File: src/rtl/txq_pkg.sv
// Package: shared command-word layout for the transmit enqueue controller.
// Assumes a three-bit command word; bit positions are fixed by the host map.
package txq_pkg;
    localparam int CMD_W   = 3;
    localparam int BIT_MAN = 0;   // single-frame enqueue
    localparam int BIT_MON = 1;   // free-space watch
    localparam int BIT_AUT = 2;   // automatic enqueue
endpackage

File: src/rtl/txq_pend_cnt.sv
// Module: saturating count of frames built but not yet released.
// Assumes dec_i is only raised while the count is nonzero.
module txq_pend_cnt #(
    parameter int CNT_W = 4
) (
    input  logic clk,
    input  logic rst_n,
    input  logic inc_i,
    input  logic dec_i,
    output logic pend_o
);
    localparam logic [CNT_W-1:0] CNT_MAX = {CNT_W{1'b1}};

    logic [CNT_W-1:0] cnt_q;
    logic             inc_ok;

    // A prepare is accepted unless full with no release in the same cycle
    assign inc_ok = inc_i && ((cnt_q != CNT_MAX) || dec_i);

    // Update the pending count
    always_ff @(posedge clk) begin
        if (!rst_n)
            cnt_q <= '0;
        else if (inc_ok && !dec_i)
            cnt_q <= cnt_q + 1'b1;
        else if (dec_i && !inc_ok)
            cnt_q <= cnt_q - 1'b1;
    end

    assign pend_o = (cnt_q != '0);

    // a release never happens with nothing pending
    p_no_underflow_r6: assert property (@(posedge clk) disable iff (!rst_n)
        dec_i |-> (cnt_q != '0));
    // a full counter with only a prepare stays full
    p_saturate_r6: assert property (@(posedge clk) disable iff (!rst_n)
        (cnt_q == CNT_MAX) && inc_i && !dec_i |=> (cnt_q == CNT_MAX));
endmodule

File: src/rtl/txq_enq_mode.sv
// Module: single-frame and automatic release modes and the enqueue strobe.
// Assumes frame_done pulses refer to the frame last released.
module txq_enq_mode
    import txq_pkg::*;
(
    input  logic             clk,
    input  logic             rst_n,
    input  logic             wr_en,
    input  logic [CMD_W-1:0] wr_data,
    input  logic             frame_done,
    input  logic             pend_i,
    output logic             man_o,
    output logic             aut_o,
    output logic             enq_o
);
    logic man_q, aut_q, sent_q;
    logic man_req;

    // Single-frame request is legal only with automatic mode off now and in the write
    assign man_req = wr_en && wr_data[BIT_MAN] && !wr_data[BIT_AUT] && !aut_q;

    // Strobe: automatic drains the count; single-frame releases one frame
    assign enq_o = pend_i && (aut_q || (man_q && !sent_q));

    // Automatic mode bit follows writes, blocked while a single-frame request is open
    always_ff @(posedge clk) begin
        if (!rst_n)
            aut_q <= 1'b0;
        else if (wr_en)
            aut_q <= wr_data[BIT_AUT] && !man_q;
    end

    // Single-frame bit: set by a legal request, cleared by done after the strobe
    always_ff @(posedge clk) begin
        if (!rst_n) begin
            man_q  <= 1'b0;
            sent_q <= 1'b0;
        end else if (man_q) begin
            if (sent_q && frame_done) begin
                man_q  <= 1'b0;
                sent_q <= 1'b0;
            end else if (enq_o) begin
                sent_q <= 1'b1;
            end
        end else if (man_req) begin
            man_q <= 1'b1;
        end
    end

    assign man_o = man_q;
    assign aut_o = aut_q;

    // modes exclude each other
    p_excl_r5: assert property (@(posedge clk) disable iff (!rst_n)
        !(man_q && aut_q));
    // only one strobe per single-frame request
    p_one_shot_r2: assert property (@(posedge clk) disable iff (!rst_n)
        man_q && !aut_q && enq_o |=> !enq_o || !man_q);
    // bit holds until done arrives after the strobe
    p_hold_r3: assert property (@(posedge clk) disable iff (!rst_n)
        man_q && !sent_q |=> man_q);
    // automatic mode releases whenever something is pending
    p_auto_r4: assert property (@(posedge clk) disable iff (!rst_n)
        aut_q && pend_i |-> enq_o);
endmodule

File: src/rtl/txq_mem_watch.sv
// Module: one-shot free-space watch with a sticky interrupt status.
// Assumes free_bytes and req_bytes are stable, synchronous values.
module txq_mem_watch #(
    parameter int FREE_W = 12
) (
    input  logic              clk,
    input  logic              rst_n,
    input  logic              arm_i,
    input  logic              clr_i,
    input  logic [FREE_W-1:0] free_bytes,
    input  logic [FREE_W-1:0] req_bytes,
    output logic              mon_o,
    output logic              irq_o
);
    logic mon_q, irq_q, hit;

    assign hit = mon_q && (free_bytes >= req_bytes);

    // Watch bit: armed by a write, self-clears when the space is reached
    always_ff @(posedge clk) begin
        if (!rst_n)
            mon_q <= 1'b0;
        else if (hit)
            mon_q <= 1'b0;
        else if (arm_i)
            mon_q <= 1'b1;
    end

    // Interrupt status: set by a hit (wins over clear), cleared by write-one
    always_ff @(posedge clk) begin
        if (!rst_n)
            irq_q <= 1'b0;
        else if (hit)
            irq_q <= 1'b1;
        else if (clr_i)
            irq_q <= 1'b0;
    end

    assign mon_o = mon_q;
    assign irq_o = irq_q;

    // a hit disarms the watch and raises the status
    p_fire_r7: assert property (@(posedge clk) disable iff (!rst_n)
        mon_q && (free_bytes >= req_bytes) |=> !mon_q && irq_q);
    // too little space keeps the watch armed
    p_wait_r7: assert property (@(posedge clk) disable iff (!rst_n)
        mon_q && (free_bytes < req_bytes) |=> mon_q);
    // status is sticky without a clear
    p_sticky_r8: assert property (@(posedge clk) disable iff (!rst_n)
        irq_q && !clr_i |=> irq_q);
endmodule

File: src/rtl/txq_enq_ctrl.sv
// Module: top of the transmit enqueue controller. Joins the pending counter,
// the release-mode logic and the free-space watch; assembles the read-back word.
// Assumes all inputs are synchronous to clk.
module txq_enq_ctrl
    import txq_pkg::*;
#(
    parameter int CNT_W  = 4,
    parameter int FREE_W = 12
) (
    input  logic              clk,
    input  logic              rst_n,
    input  logic              wr_en,
    input  logic [CMD_W-1:0]  wr_data,
    input  logic              irq_clr,
    input  logic [FREE_W-1:0] req_bytes,
    input  logic              frame_prep,
    input  logic              frame_done,
    input  logic [FREE_W-1:0] free_bytes,
    output logic              enq_strobe,
    output logic [CMD_W-1:0]  cmd_rd,
    output logic              irq
);
    logic pend, man, aut, mon, enq;

    txq_pend_cnt #(.CNT_W(CNT_W)) u_cnt (
        .clk    (clk),
        .rst_n  (rst_n),
        .inc_i  (frame_prep),
        .dec_i  (enq),
        .pend_o (pend)
    );

    txq_enq_mode u_mode (
        .clk        (clk),
        .rst_n      (rst_n),
        .wr_en      (wr_en),
        .wr_data    (wr_data),
        .frame_done (frame_done),
        .pend_i     (pend),
        .man_o      (man),
        .aut_o      (aut),
        .enq_o      (enq)
    );

    txq_mem_watch #(.FREE_W(FREE_W)) u_watch (
        .clk        (clk),
        .rst_n      (rst_n),
        .arm_i      (wr_en && wr_data[BIT_MON]),
        .clr_i      (irq_clr),
        .free_bytes (free_bytes),
        .req_bytes  (req_bytes),
        .mon_o      (mon),
        .irq_o      (irq)
    );

    // Read-back word in command-bit order
    always_comb begin
        cmd_rd          = '0;
        cmd_rd[BIT_MAN] = man;
        cmd_rd[BIT_MON] = mon;
        cmd_rd[BIT_AUT] = aut;
    end

    assign enq_strobe = enq;

    // nothing is released in the cycle after reset
    p_reset_quiet_r1: assert property (@(posedge clk)
        !rst_n |=> !enq_strobe && (cmd_rd == '0) && !irq);
endmodule

File: config.mk
export PLATFORM = sky130hd
export DESIGN_NAME = txq_enq_ctrl
export DESIGN_NICKNAME = d
export VERILOG_FILES = /design/src/rtl/txq_pkg.sv /design/src/rtl/txq_pend_cnt.sv /design/src/rtl/txq_enq_mode.sv /design/src/rtl/txq_mem_watch.sv /design/src/rtl/txq_enq_ctrl.sv
export SDC_FILE = /design/constraint.sdc
export NUM_CORES = 1
export LEC_CHECK = 0
export BUFFER_PORTS_ARGS = -buffer_cell sky130_fd_sc_hd__buf_2
export CAP_MARGIN = 20
export CORE_MARGIN = 8
export CORE_UTILIZATION = 49
export DETAILED_ROUTE_END_ITERATION = 7
export HOLD_SLACK_MARGIN = 0.03
export PLACE_DENSITY = 0.92
export SLEW_MARGIN = 20
export SYNTH_ARGS = -nofsm -noshare
export SYNTH_HDL_FRONTEND = slang
export SYNTH_SLANG_ARGS = --single-unit
File: constraint.sdc
create_clock -name clk -period 7.8 [get_ports clk]
set_clock_uncertainty 0.15 [all_clocks]
set_input_delay 0.39 -clock clk [delete_from_list [all_inputs] [get_ports clk]]
set_output_delay 0.39 -clock clk [all_outputs]
set_load 0.01 [all_outputs]
After elaboration in Yosys (flattened, before gate mapping)

Index checks and enable logic that the tools add are counted.
W data, S select, Z words.

Memories kept: 0
Bits in latches: 0
Output and inout bits: 5
Memory bits (writable): 0
Bits in read-only memories: 0
Flip-flop bits (word level): 9

Div/mod/pow operators: 0
Equal/unequal tests: 1
$add $sub $neg: 2
Magnitude comparators: 1
Muxes and demuxes: 9
Reductions and logical operators: 26
Bitwise gates (word level): 1
Multipliers: 0
Shifts and indexed selects: 0

Operator list:

| cell                  | count |
|---|---|
| $ge A12 B12 Y1        | 1 |
| $logic_and A1 B1 Y1   | 12 |
| $mux W4               | 2 |
| $mux W1               | 7 |
| $logic_not A1 Y1      | 6 |
| $reduce_bool A2 Y1    | 3 |
| $add A4 B1 Y4 const B | 1 |
| $ne A4 B4 Y1 const B  | 1 |
| $reduce_bool A4 Y1    | 1 |
| $sub A4 B1 Y4 const B | 1 |
| $logic_or A1 B1 Y1    | 2 |
| $reduce_and A2 Y1     | 1 |
| $reduce_or A2 Y1      | 1 |
| $not A1 Y1            | 1 |

Logic depth before layout (Yosys ltp)

Gate-level depths: netlist of the first run.

Word-level depth: 10
Gate-level depth with buffers: 11
Mapped depth without buffers: 11

Hierarchy

From an unflattened synthesis of the first run, not the netlist that was laid out.

Cell total of the unflattened synthesis: 96
Area total of the unflattened synthesis: 807.0 um2

Modules (own cells, without submodules):

| module        | instances | sequential area each (um2) | cells each | area each (um2) |
|---|---|---|---|---|
| txq_mem_watch | 1         | 40.0                       | 48         | 370.4 |
| txq_pend_cnt  | 1         | 80.1                       | 30         | 274.0 |
| txq_enq_mode  | 1         | 60.1                       | 14         | 133.9 |
| txq_enq_ctrl  | 1         | 0.0                        | 4          | 28.8 |

Least setup slack after synthesis of the first run

OpenSTA, ideal clock, no wires.

Path kind: register -> register
Start point: register u_cnt.cnt_q[0]
End point: register u_cnt.cnt_q[3]
Buffers on the path: 0
Library setup time: 0.072 ns
Stages on the path, launching flop included: 11
Path slack: 5.282 ns
Data arrival time: 2.297 ns
Required time: 7.578 ns
Cells stage by stage: dfxtp_1 > or4_4 > and2_4 > inv_2 > ha_1 > inv_1 > ha_1 > a21o_1 > a21oi_1 > mux2i_1 > mux2i_1

Word-level cells in the longest chain between the ends: 7
Elaborated cells between the ends (all ways): 14
Those cells by class: add/sub: 2; eq/ne: 1; mux: 2; reduce/logical: 9

RTL lines:

| item                         | RTL line           | text |
|---|---|---|
| start, declared              | txq_pend_cnt.sv:14 | `logic [CNT_W-1:0] cnt_q;` |
| start signal, assigned       | txq_pend_cnt.sv:25 | `cnt_q <= cnt_q + 1'b1;` |
| start signal, assigned       | txq_pend_cnt.sv:27 | `cnt_q <= cnt_q - 1'b1;` |
| $reduce_bool A4 Y1 (*)       | txq_pend_cnt.sv:30 | `assign pend_o = (cnt_q != '0);` |
| $logic_and A1 B1 Y1 (*)      | txq_enq_mode.sv:23 | `assign enq_o = pend_i && (aut_q \|\| (man_q && !sent_q));` |
| net enq_strobe               | txq_enq_ctrl.sv:19 | `output logic enq_strobe,` |
| $logic_or A1 B1 Y1           | txq_pend_cnt.sv:18 | `assign inc_ok = inc_i && ((cnt_q != CNT_MAX) \|\| dec_i);` |
| $logic_and A1 B1 Y1          | txq_pend_cnt.sv:18 |  |
| $logic_not A1 Y1             | txq_pend_cnt.sv:26 | `else if (dec_i && !inc_ok)` |
| $logic_and A1 B1 Y1          | txq_pend_cnt.sv:26 |  |
| $reduce_bool A2 Y1 (no line) | --                 |  |

The timed path passes the listed nets; every way through them passes the cells marked *. The select of a mux whose other input is x is not followed.
A chain may end at the register's enable or synchronous reset.

Final worst setup path of the first run

Start point: register u_cnt.cnt_q[0]
End point: register u_cnt.cnt_q[3]

Word-level cells in the longest chain between the ends: 7
Elaborated cells between the ends (all ways): 14
Those cells by class: add/sub: 2; eq/ne: 1; mux: 2; reduce/logical: 9

RTL lines:

| item |
|---|
| parallel branches: the longest is 7 deep, another holds $sub A4 B1 Y4 |

Parallel ways; which one is timed is not known. The select of a mux whose other input is x is not followed.

==> impl_summary.log, run 1 <==
INFO  metric slew_viol_final = 0
INFO  metric placement_rows = 15
INFO  metric fin_tns_setup = 0 ns
INFO  metric min-delay-path-class = in2reg
INFO  metric seq_area_frac_synth = 0.217
INFO  metric cts_tree = built
INFO  metric synth_fp_nets = 150
INFO  metric timing.setup.critical_path_class = reg2reg
INFO  metric place.detailed.hpwl = 1.74 mm
INFO  metric rsz0062_at_grt = false
INFO  metric vias_per_cell = about 5.3
INFO  metric numPortBuffers = 37
INFO  metric synth-warning-count = 0
INFO  metric wire_length_of_the_first_global_routing_pass = approximately 3.2 mm
INFO  metric ctsHtreeMaxLevel = 1
INFO  metric floorplan.initialDensity = 0.502
INFO  metric post-route-period-util = 0.336
INFO  metric final_cells = 154
INFO  metric fill_cells = between 150 and 200
INFO  metric detail_route.wl_per_cell = roughly 13 um
INFO  metric die_w = 57.1 um
INFO  metric number_of_global_route_vias_before_repair = between 700 and 800
INFO  metric grt_start_max_net_pins = 11
INFO  metric final_antenna_net_count = 0
INFO  metric routed-via-count = just over 800
INFO  metric setup.worst_path.start_class = flip-flop
INFO  metric setup_viol = 0
INFO  metric fraction_of_final_layout_cells_with_drive_strength_greater_than_1 = 0.336
INFO  metric post-route-min-period = 2.62 ns
INFO  metric groute.usage.overall = 0.123
INFO  metric cts_hold_repair.buffers = 0
INFO  metric postCtsResizedCells = 0
INFO  metric peakVddDrop = between 0.1 and 0.15 mV
INFO  metric area_delta_synth_final = 24.4%
INFO  metric detail_route.iter0.violations = 7
INFO  metric fp.dieArea = 0.00327 mm^2
INFO  metric power_per_cell_area = between 150 and 200 mW/mm^2
INFO  metric die-height = around 57 um
INFO  metric routabilityCongestion = 0.733
INFO  metric critical_path_arrival = 2.67 ns
INFO  metric antennaDiodeCount = 0
INFO  metric end_kind = flip-flop
INFO  metric outcome = completed
INFO  metric numCtsBuffers = 3
INFO  metric grt_antenna_before_repair = 0
INFO  metric core_ar = 0.00165 mm^2
INFO  metric clk_latency = 0.27 ns
INFO  metric wirelength = just over 2 mm
INFO  metric slew_headroom = 0.837
INFO  metric cts.sink_count = 9
INFO  metric power.total = approximately 0.20 mW
INFO  metric post_synthesis_instance_area = a little over 800 um^2
INFO  metric final_hold_viol_count = 0
INFO  metric worstPathRequired = 7.85 ns
INFO  metric power_leakage = 0.594 nW
INFO  metric ioPinCount = 38
INFO  metric cts_setup_buffers = 0
INFO  metric synth.ff_latch_count = 9
INFO  metric synthDistinctLibCells = 31
INFO  metric cts_buffer_depth = 2
INFO  metric syn-instance-count = 101
INFO  metric maxCapViolations = 0
INFO  metric crit_slowest_cell = sky130_fd_sc_hd__or4_4
INFO  metric slowest_delay = about 0.53 ns
INFO  metric timing_worst_slew_pin_value = roughly 0.24 ns
INFO  metric syn_area_per_cell = ~8 um^2
INFO  metric clk_root_buffer_cell = sky130_fd_sc_hd__clkbuf_4
INFO  metric path_cells = or4_4 > and2_4 > inv_2 > ha_1 > inv_1 > ha_1 > a21o_1 > a21oi_1 > mux2i_1 > mux2i_1
INFO  metric grt.overflow.total = 0
INFO  metric nets = around 190
INFO  metric clock.fmax = around 380 MHz
INFO  metric min_delay_path_depth = 3
INFO  metric crit_fanout = 5
INFO  metric detail_route.drc_violations = 0
INFO  metric worst-r2r-cell-count = 10
INFO  metric clk_pin_slew_worst_paths = roughly 0.060 ns
INFO  metric dr.pass1.iters = 4
INFO  metric place_inst = 150
==> final cells by class <==
type | count | area [um^2] | share of cell area
Sequential cell | 9 | 180 | 0.175
Multi-Input combinational cell | 71 | 559 | 0.542
Timing Repair Buffer | 37 | 185 | 0.179
Clock buffer | 4 | 26.3 | 0.0255
Inverter | 16 | 60.1 | 0.0582
Tap cell | 17 | 21.3 | 0.0206
==> kinds of logic (layout without fill, tap and decap cells) <==
| group | Yosys count | count (layout) | synth area share |
|---|---|---|---|
| AO/OA/AOI/OAI | 20 | 20 | 0.139 |
| XOR/XNOR | 2 | 2 | 0.0211 |
| adder cells (fa/ha/maj) | 16 | 16 | 0.250 |
| buffers and inverters | 21 | 57 | 0.109 |
| flip-flops | 9 | 9 | 0.217 |
| multiplexers | 3 | 3 | 0.0362 |
| AND/OR/NAND/NOR | 30 | 30 | 0.228 |
==> worst paths after layout <==
kind	slack [ns]	end	startpoint
setup reg to reg	5.18	u_cnt.cnt_q[3]$_SDFFE_PN0P_	u_cnt.cnt_q[0]$_SDFFE_PN0P_
setup / recovery	5.18	u_cnt.cnt_q[3]$_SDFFE_PN0P_	u_cnt.cnt_q[0]$_SDFFE_PN0P_
hold / removal	0.27	u_mode.aut_o$_SDFFE_PN0P_	wr_data[2]
hold reg to reg	0.35	u_cnt.cnt_q[3]$_SDFFE_PN0P_	u_cnt.cnt_q[3]$_SDFFE_PN0P_
==> cells in the final DEF (no fill, tap or decap), types with 2 or more instances in the layout <==
master                     synthesis  routed
sky130_fd_sc_hd__a21oi_1           9       9
sky130_fd_sc_hd__ha_1             15      15
sky130_fd_sc_hd__and2_1            2       2
sky130_fd_sc_hd__nand2b_1          2       2
sky130_fd_sc_hd__o21ai_0           6       6
sky130_fd_sc_hd__nand2_1           6       6
sky130_fd_sc_hd__nor2b_1           2       2
sky130_fd_sc_hd__nor2_1            7       7
sky130_fd_sc_hd__mux2i_1           3       3
sky130_fd_sc_hd__a21o_1            2       2
sky130_fd_sc_hd__xnor2_1           2       2
sky130_fd_sc_hd__buf_2             0      37
sky130_fd_sc_hd__clkbuf_4          0       3
sky130_fd_sc_hd__inv_1            15      15
sky130_fd_sc_hd__dfxtp_1           9       9
==> cells in the mapped netlist, drive strengths merged <==
| master | number | area (um^2) |
|---|---|---|
| nand2b | 2 | 12.5 |
| a41o | 1 | 10.0 |
| nor4bb | 1 | 10.0 |
| nor2 | 7 | 26.3 |
| clkbuf | 2 | 7.51 |
| nor2b | 2 | 12.5 |
| a21boi | 1 | 7.51 |
| o21a | 1 | 7.51 |
| dfxtp | 9 | 180 |
| o21ai | 6 | 30.0 |
| or4 | 1 | 11.3 |
| nand4 | 2 | 18.8 |
| and4b | 1 | 10.0 |
| xnor2 | 2 | 17.5 |
| mux2i | 3 | 30.0 |
| a21o | 2 | 15.0 |
| nor3b | 1 | 7.51 |
| nand2 | 7 | 33.8 |
| ha | 15 | 188 |
| a21oi | 9 | 45.0 |
| nor4 | 1 | 12.5 |
| inv | 16 | 60.1 |
| nand3b | 1 | 7.51 |
| buf | 3 | 22.5 |
| and2 | 3 | 21.3 |
| fa | 1 | 20.0 |
| nand3 | 1 | 5.00 |
==> flip-flops by register name, indices dropped and copies added, names as in the netlist <==
signal / cells
u_mode.man_o: 1
u_mode.aut_o: 1
u_cnt.cnt_q: 4
u_mode.sent_q: 1
u_watch.irq_o: 1
u_watch.mon_o: 1
==> power by group <==
group          internal, mW  switching [mW]  total, mW
sequential           0.0566          0.0131     0.0698
combinational        0.0500          0.0393     0.0894
clock                0.0198          0.0169     0.0367
==> per-layer routing <==
layer | track usage | vias up | part of all wire
li1 | - | 413 | -
met1 | 0.109 | 364 | 0.37
met2 | 0.208 | 26 | 0.51
met3 | 0.0554 | 7 | 0.087
met4 | 0.104 | 0 | 0.032
met5 | 0 | - | 0
==> per-stage QoR <==
stage          hold WS (ns)  setup WS [ns]  utilization  area [um^2]
5_1_grt               0.282           5.07        0.625         1030
3_3_place_gp          0.326           5.26        0.609         1010
3_5_place_dp          0.345           5.18        0.609         1010
6_report              0.266           5.18        0.625         1030
2_1_floorplan         0.309           5.28            -          830
4_1_cts               0.259           5.17        0.625         1030
==> worst max-delay path, delay by kind of cell, from the launching register on <==
kind	cells	cell delay (ns)
flip-flops	1	0.36
adder cells (fa/ha/maj)	2	0.44
buffers and inverters	2	0.13
AO/OA/AOI/OAI	2	0.34
multiplexers	2	0.41
AND/OR/NAND/NOR	2	0.71
No activity file was read; power rests on OpenSTA's default activity.
==> inputs of run 2 (changes only) <==
--- a/config.mk
+++ b/config.mk
@@ -8,10 +8,10 @@
 export BUFFER_PORTS_ARGS = -buffer_cell sky130_fd_sc_hd__buf_2
 export CAP_MARGIN = 20
 export CORE_MARGIN = 8
-export CORE_UTILIZATION = 49
+export CORE_UTILIZATION = 46
 export DETAILED_ROUTE_END_ITERATION = 7
 export HOLD_SLACK_MARGIN = 0.03
-export PLACE_DENSITY = 0.92
+export PLACE_DENSITY = 0.88
 export SLEW_MARGIN = 20
 export SYNTH_ARGS = -nofsm -noshare
 export SYNTH_HDL_FRONTEND = slang
==> constraint.sdc (replaced) <==
create_clock -name clk -period 2.6 [get_ports clk]
set_clock_uncertainty 0.15 [all_clocks]
set_input_delay 0.13 -clock clk [delete_from_list [all_inputs] [get_ports clk]]
set_output_delay 0.13 -clock clk [all_outputs]
set_load 0.01 [all_outputs]
==> run 2 against run 1 <==
Net effect: non-clock buffer count grew 4; count of clock-buffer cells in the layout shrank 1; first-iteration DRC count grew 57%; combinational power grew to 3.6 times the previous value; sequential power grew to 2.9 times the previous value; hold slack lost 0.22 ns; critical endpoint unchanged.
==> impl_summary.log, run 2 (synthesis gave the netlist of run 1 again) <==
INFO  metric outcome = completed
INFO  metric post-route-period-util = 0.939 (+0.603)
INFO  metric setup_viol = 0 (unchanged)
INFO  metric routabilityCongestion = 0.879 (+20%)
INFO  metric clock.fmax = 410 MHz (+7.3%)
INFO  metric setup.worst_path.start_class = flip-flop
INFO  metric detail_route.drc_violations = 0 (unchanged)
INFO  metric end_kind = flip-flop
INFO  metric vias_per_cell = 4.95 (-6.0%)
INFO  metric cp_num_buf_inv = 2 (unchanged)
INFO  metric peakVddDrop = 0.223 mV (+62%)
INFO  metric internal_power = 0.407 mW (+220%)
INFO  metric r2r-end = u_cnt.cnt_q[3]$_SDFFE_PN0P_
INFO  metric worst_r2r_startpoint = u_cnt.cnt_q[1]$_SDFFE_PN0P_
INFO  metric cts.sink_count = 9 (unchanged)
INFO  metric worst-r2r-cell-count = 10 (unchanged)
INFO  metric cts_buffer_depth = 2 (unchanged)
INFO  metric final_antenna_net_count = 0 (unchanged)
INFO  metric timing.critical_path.max_delay_family = simple AND/OR/NAND/NOR gates
INFO  metric grt_start_max_net_pins = 11 (unchanged)
INFO  metric numCtsBuffers = 3 (unchanged)
INFO  metric nets = 191 (+2.1%)
INFO  metric ioPinCount = 38 (unchanged)
INFO  metric fraction_of_final_layout_cells_with_drive_strength_greater_than_1 = 0.383 (+0.0472)
INFO  metric comb_power_share = 0.513 (+0.057)
INFO  metric post-route-min-period = 2.44 ns (-0.177 ns)
INFO  metric min_delay_path_depth = 3 (unchanged)
INFO  metric area_delta_synth_final = 32.3%
INFO  metric power_leakage = 0.616 nW (+3.8%)
INFO  metric power_per_cell_area = 577 mW/mm^2 (+200%)
INFO  metric crit_fanout = 4 (-1)
INFO  metric timing_worst_slew_pin_value = 0.304 ns (+0.0611 ns)
INFO  metric groute.usage.overall = 0.132 (+0.00855)
INFO  metric crit_slowest_cell = sky130_fd_sc_hd__or4_4
INFO  metric clk_root_buffer_cell = sky130_fd_sc_hd__clkbuf_4
INFO  metric detail_route.wl_per_cell = 12.8 um (-2.4%)
INFO  metric largest_reg_flops = 4 (unchanged)
INFO  metric slew_viol_final = 0 (unchanged)
INFO  metric timing.setup.critical_path_class = reg2reg
INFO  metric hold_ws = 0.0426 ns (-0.223 ns)
INFO  metric cts_setup_buffers = 0 (unchanged)
INFO  metric r2r_slack = 0.16 ns (-5.02 ns)
INFO  metric core_ar = 0.00171 mm^2 (+3.4%)
INFO  metric critical_path_arrival = 2.47 ns (-0.20 ns)
INFO  metric sw_frac_of_total = 0.357 (+0.00273)
INFO  metric worstPathRequired = 2.63 ns (-5.22 ns)
INFO  metric worstHoldEndpoint = u_mode.sent_q$_SDFFE_PN0P_
INFO  metric final_hold_viol_count = 0 (unchanged)
INFO  metric floorplan.initialDensity = 0.486 (-0.0166)
INFO  metric ctsHtreeMaxLevel = 1 (unchanged)
INFO  metric slew_headroom = 0.795 (-0.0415)
INFO  metric clock_power_share = 0.169 (-0.018)
INFO  metric dr.pass1.iters = 4 (unchanged)
INFO  metric numPortBuffers = 37 (unchanged)
INFO  metric maxCapViolations = 0 (unchanged)
INFO  metric grt.overflow.total = 0 (unchanged)
INFO  metric max_flop_register = u_cnt.cnt_q
INFO  metric wirelength = 2.12 mm (+5.2%)
INFO  metric cts_tree = built
INFO  metric power.net_switching = 0.226 mW (+230%)
INFO  metric fp.dieArea = 0.00342 mm^2 (+4.7%)
INFO  metric number_of_global_route_vias_before_repair = 892 (+14%)
INFO  metric slowest_delay = 0.53 ns (about the same)
INFO  metric min-delay-path-class = in2reg
INFO  metric wire_length_of_the_first_global_routing_pass = 3.55 mm (+9.6%)
INFO  metric antennaDiodeCount = 0 (unchanged)
INFO  metric clk_latency = 0.26 ns (about the same)
INFO  metric clk_pin_slew_worst_paths = 0.07 ns (about the same)
INFO  metric min-delay-start = rst_n
INFO  metric placement_rows = 15 (unchanged)
INFO  metric fin_tns_setup = 0 ns (unchanged)
INFO  metric place.detailed.hpwl = 1.85 mm (+6.5%)
INFO  metric routed-via-count = 821 (+1.4%)
INFO  metric rsz0062_at_grt = false
INFO  metric die_w = 58.5 um (+2.3%)
INFO  metric grt_antenna_before_repair = 0 (unchanged)
INFO  metric die-height = 58.5 um (+2.3%)
INFO  metric mostFrequentLayoutCell = sky130_fd_sc_hd__buf_2
INFO  metric power_frac_seq = 0.319 (-0.037)
INFO  metric final_standard_cell_utilization_of_the_core = 0.642 (+0.0175)
INFO  metric layout.cells.most_common_list = sky130_fd_sc_hd__buf_2 (37), sky130_fd_sc_hd__inv_1 (14), sky130_fd_sc_hd__ha_1 (14), sky130_fd_sc_hd__a21oi_1 (8)
INFO  metric detail_route.iter0.violations = 11 (+4)
INFO  metric path_cells = or4_4 > and2_4 > inv_2 > ha_4 > inv_2 > ha_1 > a21o_1 > a21oi_2 > mux2i_1 > mux2i_1
-- run 2: changes by cell type in the layout (fill, tap and decap cells not counted), sizes merged --
cell / previous run / this run
dlygate4sd3: 0 / 2
clkinv: 0 / 1
clkbuf: 4 / 3
buf: 37 / 39
-- run 2: final cells by class --
| class | count | area (um^2) |
|---|---|---|
| Clock buffer | 3 | 22.5 |
| Clock inverter | 1 | 5.00 |
| Fill cell | 155 | 611 |
| Inverter | 16 | 60.1 |
| Multi-Input combinational cell | 71 | 576 |
| Sequential cell | 9 | 183 |
| Tap cell | 25 | 31.3 |
| Timing Repair Buffer | 41 | 220 |
-- run 2: power groups by stage --
stage	combinational, mW	sequential [mW]	clock, mW
2_1_floorplan	0.208	0.203	0
3_3_place_gp	0.290	0.194	0
3_5_place_dp	0.306	0.199	0
4_1_cts	0.317	0.196	0.112
5_1_grt	0.364	0.203	0.119
6_report	0.325	0.202	0.107
-- run 2: timing repair --
action                     CTS  global route
pin swaps                    0             4
hold endpoints to repair     2             0
setup endpoints to repair    1             1
hold buffers                 2             0
gates resized for setup      1             5
-- run 2: through the flow --
stage / setup WS [ns] / instances / power (mW) / instance area (um^2)
global placement: 0.0842 / 160 / 0.484 / 1030
finish: 0.159 / 166 / 0.633 / 1100
floorplan: 0.0816 / 101 / 0.412 / 830
CTS: 0.0153 / 166 / 0.626 / 1080
global route: 0.00883 / 166 / 0.687 / 1100
detailed placement: 0.00451 / 160 / 0.505 / 1030
-- run 2: per-layer routing --
| metal | vias up | routed length [um] | global-route usage |
|---|---|---|---|
| li1 | 419 | - | - |
| met1 | 381 | 757 | 0.110 |
| met5 | - | 0 | 0 |
| met3 | 2 | 101 | 0.0370 |
| met4 | 0 | 8 | 0.0699 |
| met2 | 19 | 1260 | 0.268 |
-- run 2: worst min-delay path, delay by kind of cell --
kind                   cells  cell delay [ns]
and+or+nand+nor            2             0.13
buffers and inverters      1             0.15
-- run 2: how the worst max path moves through the flow --
stage | startpoint | to | cells past startpoint
2_1_floorplan | u_cnt.cnt_q[0]$_SDFFE_PN0P_ | u_cnt.cnt_q[3]$_SDFFE_PN0P_ | 10
3_3_place_gp | u_cnt.cnt_q[3]$_SDFFE_PN0P_ | u_cnt.cnt_q[3]$_SDFFE_PN0P_ | 10
3_5_place_dp | u_cnt.cnt_q[3]$_SDFFE_PN0P_ | u_cnt.cnt_q[3]$_SDFFE_PN0P_ | 10
4_1_cts | u_cnt.cnt_q[3]$_SDFFE_PN0P_ | u_cnt.cnt_q[3]$_SDFFE_PN0P_ | 10
5_1_grt | u_cnt.cnt_q[1]$_SDFFE_PN0P_ | u_cnt.cnt_q[3]$_SDFFE_PN0P_ | 10
6_report | u_cnt.cnt_q[1]$_SDFFE_PN0P_ | u_cnt.cnt_q[3]$_SDFFE_PN0P_ | 10
